===== config.mk =====
export PLATFORM = sky130hd
export DESIGN_NAME = mlc_prog_ctrl
export DESIGN_NICKNAME = d
export VERILOG_FILES = /design/src/rtl/mlc_pkg.sv /design/src/rtl/mlc_prog_dp.sv /design/src/rtl/mlc_prog_ctl.sv /design/src/rtl/mlc_prog_ctrl.sv
export SDC_FILE = /design/constraint.sdc
export NUM_CORES = 1
export LEC_CHECK = 0
export BUFFER_PORTS_ARGS = -buffer_cell sky130_fd_sc_hd__buf_4
export CORE_ASPECT_RATIO = 0.7
export CORE_MARGIN = 3
export CORE_UTILIZATION = 49
export CTS_CLUSTER_DIAMETER = 150
export CTS_CLUSTER_SIZE = 40
export DETAILED_ROUTE_END_ITERATION = 6
export PLACE_DENSITY = 0.85
export SLEW_MARGIN = 20
export SYNTH_ARGS = -nofsm -noshare
export SYNTH_HDL_FRONTEND = slang
export SYNTH_SLANG_ARGS = --single-unit

===== constraint.sdc =====
create_clock -name clk -period 2.9 [get_ports clk]
set_input_delay 0.58 -clock clk [delete_from_list [all_inputs] [get_ports clk]]
set_output_delay 0.58 -clock clk [all_outputs]
set_load 0.1 [all_outputs]

===== src/rtl/mlc_pkg.sv =====
package mlc_pkg;
  typedef enum logic [1:0] {OP_FORM = 2'd0, OP_RESET = 2'd1, OP_SET = 2'd2, OP_NONE = 2'd3} opE;
  typedef enum logic [1:0] {ST_IDLE, ST_PULSE, ST_SETTLE, ST_VERIFY} stE;
  typedef struct packed {
    logic load;
    logic ampStep;
    logic tmrClr;
    logic finishOk;
    logic finishBad;
  } ctlStrobeT;
endpackage


===== src/rtl/mlc_prog_dp.sv =====
module mlc_prog_dp
  import mlc_pkg::*;
#(
  parameter int AMP_W = 5,
  parameter int GATE_W = 5,
  parameter int CUR_W = 8,
  parameter int CNT_W = 5,
  parameter int TMR_W = 3,
  parameter int TMR_MAX = 4,
  parameter int AMP_MAX = 30,
  parameter int FORM_START = 2,
  parameter int PROG_START = 1,
  parameter int FORM_GATE = 15,
  parameter int RESET_GATE = 27,
  parameter int SET_GATE_BASE = 10,
  parameter int SET_GATE_STEP = 2,
  parameter int FORM_UA = 18,
  parameter int RESET_UA = 5,
  parameter int SET_STEP_UA = 15
) (
  input  logic             clk,
  input  logic             rstN,
  input  ctlStrobeT        strobe,
  input  logic [1:0]       cmdOp,
  input  logic [1:0]       cmdLevel,
  input  logic [CUR_W-1:0] readCurrent,
  input  logic             active,
  output logic [TMR_W-1:0] tmr,
  output logic             verifyPass,
  output logic             ampAtMax,
  output logic [AMP_W-1:0] ampOut,
  output logic [GATE_W-1:0] gateOut,
  output logic             sourceSide,
  output logic [CNT_W-1:0] pulseCnt,
  output logic             doneFlag,
  output logic             failFlag
);
  localparam int TGT_W = CUR_W + 3;

  opE               opReg;
  logic [1:0]       lvlReg;
  logic [AMP_W-1:0] amp;
  logic [TGT_W-1:0] setTarget;
  logic [TGT_W-1:0] curWide;
  logic [GATE_W-1:0] gateSel;

  always_ff @(posedge clk or negedge rstN) begin
    if (!rstN) begin
      opReg    <= OP_FORM;
      lvlReg   <= '0;
      amp      <= '0;
      pulseCnt <= '0;
      doneFlag <= 1'b0;
      failFlag <= 1'b0;
    end else begin
      if (strobe.load) begin
        opReg    <= opE'(cmdOp);
        lvlReg   <= cmdLevel;
        amp      <= (opE'(cmdOp) == OP_FORM) ? AMP_W'(FORM_START) : AMP_W'(PROG_START);
        pulseCnt <= CNT_W'(1);
        doneFlag <= 1'b0;
        failFlag <= 1'b0;
      end else if (strobe.ampStep) begin
        amp      <= amp + AMP_W'(1);
        pulseCnt <= pulseCnt + CNT_W'(1);
      end
      if (strobe.finishOk) doneFlag <= 1'b1;
      if (strobe.finishBad) failFlag <= 1'b1;
    end
  end

  always_ff @(posedge clk or negedge rstN) begin
    if (!rstN) tmr <= '0;
    else if (strobe.tmrClr) tmr <= '0;
    else if (tmr < TMR_W'(TMR_MAX)) tmr <= tmr + TMR_W'(1);
  end

  assign curWide   = TGT_W'(readCurrent);
  assign setTarget = TGT_W'(SET_STEP_UA) * (TGT_W'(lvlReg) + TGT_W'(1));

  always_comb begin
    unique case (opReg)
      OP_FORM:  verifyPass = curWide > TGT_W'(FORM_UA);
      OP_RESET: verifyPass = curWide < TGT_W'(RESET_UA);
      OP_SET:   verifyPass = curWide >= setTarget;
      default:  verifyPass = 1'b0;
    endcase
  end

  always_comb begin
    unique case (opReg)
      OP_FORM:  gateSel = GATE_W'(FORM_GATE);
      OP_RESET: gateSel = GATE_W'(RESET_GATE);
      OP_SET:   gateSel = GATE_W'(SET_GATE_BASE) + GATE_W'(SET_GATE_STEP) * GATE_W'(lvlReg);
      default:  gateSel = '0;
    endcase
  end

  assign ampAtMax   = amp >= AMP_W'(AMP_MAX);
  assign ampOut     = active ? amp : '0;
  assign gateOut    = active ? gateSel : '0;
  assign sourceSide = active && (opReg == OP_RESET);
endmodule


===== src/rtl/mlc_prog_ctl.sv =====
module mlc_prog_ctl
  import mlc_pkg::*;
#(
  parameter int TMR_W = 3,
  parameter int PULSE_CYC = 4,
  parameter int SETTLE_CYC = 2
) (
  input  logic             clk,
  input  logic             rstN,
  input  logic             cmdValid,
  input  logic [1:0]       cmdOp,
  input  logic             readValid,
  input  logic             verifyPass,
  input  logic             ampAtMax,
  input  logic [TMR_W-1:0] tmr,
  output ctlStrobeT        strobe,
  output stE               state
);
  stE nextState;

  always_ff @(posedge clk or negedge rstN) begin
    if (!rstN) state <= ST_IDLE;
    else state <= nextState;
  end

  always_comb begin
    nextState = state;
    strobe    = '0;
    unique case (state)
      ST_IDLE: begin
        if (cmdValid && (opE'(cmdOp) != OP_NONE)) begin
          strobe.load   = 1'b1;
          strobe.tmrClr = 1'b1;
          nextState     = ST_PULSE;
        end
      end
      ST_PULSE: begin
        if (tmr == TMR_W'(PULSE_CYC - 1)) begin
          strobe.tmrClr = 1'b1;
          nextState     = ST_SETTLE;
        end
      end
      ST_SETTLE: begin
        if (tmr == TMR_W'(SETTLE_CYC - 1)) nextState = ST_VERIFY;
      end
      ST_VERIFY: begin
        if (readValid) begin
          if (verifyPass) begin
            strobe.finishOk = 1'b1;
            nextState       = ST_IDLE;
          end else if (ampAtMax) begin
            strobe.finishBad = 1'b1;
            nextState        = ST_IDLE;
          end else begin
            strobe.ampStep = 1'b1;
            strobe.tmrClr  = 1'b1;
            nextState      = ST_PULSE;
          end
        end
      end
      default: nextState = ST_IDLE;
    endcase
  end
endmodule


===== src/rtl/mlc_prog_ctrl.sv =====
module mlc_prog_ctrl
  import mlc_pkg::*;
#(
  parameter int AMP_W = 5,
  parameter int GATE_W = 5,
  parameter int CUR_W = 8,
  parameter int CNT_W = 5,
  parameter int PULSE_CYC = 4,
  parameter int SETTLE_CYC = 2,
  parameter int AMP_MAX = 30,
  parameter int FORM_START = 2,
  parameter int PROG_START = 1,
  parameter int FORM_GATE = 15,
  parameter int RESET_GATE = 27,
  parameter int SET_GATE_BASE = 10,
  parameter int SET_GATE_STEP = 2,
  parameter int FORM_UA = 18,
  parameter int RESET_UA = 5,
  parameter int SET_STEP_UA = 15
) (
  input  logic              clk,
  input  logic              rstN,
  input  logic              cmdValid,
  input  logic [1:0]        cmdOp,
  input  logic [1:0]        cmdLevel,
  output logic              busy,
  output logic              done,
  output logic              fail,
  output logic [CNT_W-1:0]  pulseCount,
  output logic [AMP_W-1:0]  pulseAmp,
  output logic [GATE_W-1:0] gateCode,
  output logic              drvSource,
  output logic              pulseEn,
  output logic              readReq,
  input  logic              readValid,
  input  logic [CUR_W-1:0]  readCurrent
);
  localparam int TMR_MAX = (PULSE_CYC > SETTLE_CYC) ? PULSE_CYC : SETTLE_CYC;
  localparam int TMR_W   = $clog2(TMR_MAX + 1);

  ctlStrobeT        strobe;
  stE               state;
  logic [TMR_W-1:0] tmr;
  logic             verifyPass;
  logic             ampAtMax;

  mlc_prog_ctl #(
    .TMR_W(TMR_W), .PULSE_CYC(PULSE_CYC), .SETTLE_CYC(SETTLE_CYC)
  ) u_ctl (
    .clk(clk), .rstN(rstN), .cmdValid(cmdValid), .cmdOp(cmdOp),
    .readValid(readValid), .verifyPass(verifyPass), .ampAtMax(ampAtMax),
    .tmr(tmr), .strobe(strobe), .state(state)
  );

  mlc_prog_dp #(
    .AMP_W(AMP_W), .GATE_W(GATE_W), .CUR_W(CUR_W), .CNT_W(CNT_W),
    .TMR_W(TMR_W), .TMR_MAX(TMR_MAX), .AMP_MAX(AMP_MAX),
    .FORM_START(FORM_START), .PROG_START(PROG_START),
    .FORM_GATE(FORM_GATE), .RESET_GATE(RESET_GATE),
    .SET_GATE_BASE(SET_GATE_BASE), .SET_GATE_STEP(SET_GATE_STEP),
    .FORM_UA(FORM_UA), .RESET_UA(RESET_UA), .SET_STEP_UA(SET_STEP_UA)
  ) u_dp (
    .clk(clk), .rstN(rstN), .strobe(strobe), .cmdOp(cmdOp), .cmdLevel(cmdLevel),
    .readCurrent(readCurrent), .active(busy), .tmr(tmr),
    .verifyPass(verifyPass), .ampAtMax(ampAtMax), .ampOut(pulseAmp),
    .gateOut(gateCode), .sourceSide(drvSource), .pulseCnt(pulseCount),
    .doneFlag(done), .failFlag(fail)
  );

  assign busy    = (state != ST_IDLE);
  assign pulseEn = (state == ST_PULSE);
  assign readReq = (state == ST_VERIFY);
endmodule


==> impl_metrics.yaml <==
run_status:
  outcome: "finished with violations"
  violations: "negative setup slack"
grt:
  grt.total_usage_pct: 23.74
  grt_pass1_vias: 1523
  grtUsageMet3_pct: 3.303
  grt_busiest_layer: "met2"
  grt.overflow.total: 0
  grt_util_met1_pct: 34.71
  antenna_found_initial: 0
  grt_max_degree: 22
  grt_pass1_wl_um: 7334
  use_met2_pct: 37.78
detailed_routing:
  drt_iter0_drc: 174
  num_vias: 1756
  drc: 0
  avgRoutedWirePerCell_um: 17.97
  ant_nets: 0
  drt_first_pass_iters: 5
  routed_wl_um: 5211
  viasPerCell: 6.055
critical_path:
  worst-path-max-fanout: 6
  critPathLaunchType: "register"
  crit_type: "register to register"
  arrival_ns: 3.18
  startpoint: "u_dp.lvlReg[0]"
  crit_path_cell_trace: "inv_2, ha_4, inv_4, ha_4, inv_2, fa_2, ha_4, a21oi_2, nor2b_2, o311ai_4, buf_4, a22oi_2, or4_1, a21oi_1"
  worstPathRequired_ns: 3.09
  critPathBufInv: 4
  cp_slowest_stage_delay_ns: 0.45
  slowest_stage: "fa_2"
  worst_path_most_repeated_cell: "ha_4"
  rr_startpoint: "u_dp.lvlReg[0]"
  critical_path.top_delay_family: "adder cells"
  rrSetupSlack_ns: -0.09
  crit_path_end_kind: "register"
timing:
  fmax_ghz: 0.3343
  rsz0062_at_grt: "true"
  slew-limit-headroom_pct: 52.28
  drv_slew: 0
  worst_slack_ns: -0.09159
  tightest_slew_ns: 0.7138
  fin_crit_ns: 2.992
  setup-tns-final_ns: -0.7517
  final-setup-viol-count: 14
  final_hold_viol_count: 0
  whs_ns: 0.1891
  post-route-period-util_pct: 103.2
  finalClockSkew_ns: 0.002132
run:
  max-cap-violations: 0
synth:
  synthFlopType: "dfrtp_1"
  ys_seq_area_share_pct: 31.41
  synth-seq-cells: 21
  synth-simple-area-share_pct: 18.10
  yosys_warnings: 0
  ys_types: 43
  synth_top_family_by_area: "compound AO/OA/AOI/OAI gates"
  synth_fa_ha_area_share_pct: 19.90
  synth_edf_count: 0
  avgSynthCellArea_um2: 9.042
  synthXorXnorAreaFrac_pct: 1.047
  async_flop_share_pct: 100.0
  postSynthCellCount: 185
  synth_compound_area_share_pct: 21.91
  netlist_area_um2: 1673
  syn_nets: 227
  synth.mux.area_fraction_pct: 0.6731
floorplanning:
  ioPinCount: 37
  die_x_um: 75.84
  dieArea_um2: 4162
  die_y_um: 54.89
  start_util_pct: 52.08
  rows: 17
  fp.coreArea_um2: 3212
placement:
  placed_cell_area_um2: 2105
  port_buffers: 36
  place_congestion: 0.8109
  place_hpwl_um: 3170
finish:
  drive_gt1_share_pct: 43.62
  area_growth_pct: 44.95
  mostFrequentLayoutCells: "buf_4, dfrtp_1, nand2_1, inv_1, ha_1"
  fin_area_um2: 2425
  n_antenna_cell: 0
  final_common_cell: "buf_4"
  fin_nets: 286
clock_network:
  h-tree-depth: 1
  postCtsHoldBufs: 0
  cts_max_path_buffers: 2
  insertion_delay_ns: 0.26
  cts_tree: "done"
  cts.sinks: 21
  cts_buffers: 3
  clkSlewWorstSetupHoldPaths_ns: 0.07
  cts_root_buf: "clkbuf_8"
hold_path:
  hold_class: "primary input to async pin"
-- worst paths after layout --
kind | depth (start not counted) | end
worst max-delay path | 14 | u_dp.pulseCnt[4]
worst min-delay path | 1 | u_dp.opReg[1]
worst max register to register | 14 | u_dp.pulseCnt[4]
worst min register to register | 2 | u_dp.doneFlag
max in group asynchronous | 1 | u_dp.lvlReg[1]
min in group clk | 2 | u_dp.doneFlag
-- sequential cells by signal, indices dropped and copies added (netlist names) --
signal and flops:
u_dp.doneFlag 1, u_dp.pulseCnt 5, u_dp.tmr 3, u_dp.amp 5, u_dp.lvlReg 2, u_ctl.state 2, u_dp.failFlag 1, u_dp.opReg 2
-- metrics by stage --
stage	util (%)	cells	setup slack, ns
finish	75.50	290	-0.09159
global route	75.50	290	-0.2092
CTS	71.37	289	-0.04256
detailed placement	65.52	278	-0.1237
global placement	65.52	278	-0.03075
floorplan	-	185	0.02160
-- metal layers --
metal  up-vias  share of wire (%)
li1        783                  -
met4         0                3.2
met5         -                  0
met2       104                 46
met1       845                 42
met3        24                8.7
-- area by class of cell --
type	count	area (um^2)
Tap cell	47	58.81
Multi-Input combinational cell	139	1262
Clock buffer	4	45.04
Inverter	20	77.57
Timing Repair Buffer	59	454.2
Fill cell	206	787.0
Sequential cell	21	526.8
-- timing repair --
item                       CTS  global route
setup endpoints to repair   13            16
pin swaps                   22            19
gates resized for setup     18            25
buffers inserted             6             2
cloned                       1             0
-- kinds of logic after synthesis --
family                     after synthesis
AOI/OAI and AO/OA                       51
muxes                                    1
adders and majority gates               26
and+or+nand+nor                         58
DFF                                     21
xor gates and xnor gates                 2
buffers and inverters                   26
-- cell usage after synthesis (3+ instances only) --
master / instances / share of area, %
a211oi_1: 3 / 1.3
o31ai_1: 8 / 3.6
or4_1: 6 / 2.7
o21ai_0: 6 / 1.8
dfrtp_1: 21 / 31
clkbuf_1: 3 / 0.67
inv_1: 20 / 4.5
nor2b_1: 6 / 2.2
nand2_1: 17 / 3.8
ha_1: 25 / 19
nand3_1: 9 / 2.7
a21oi_1: 17 / 5.1
nor2_1: 9 / 2.0
Power is left out: the tool's default activity adds up to more than one toggle a clock period on the data nets, which glitch-free logic cannot reach.
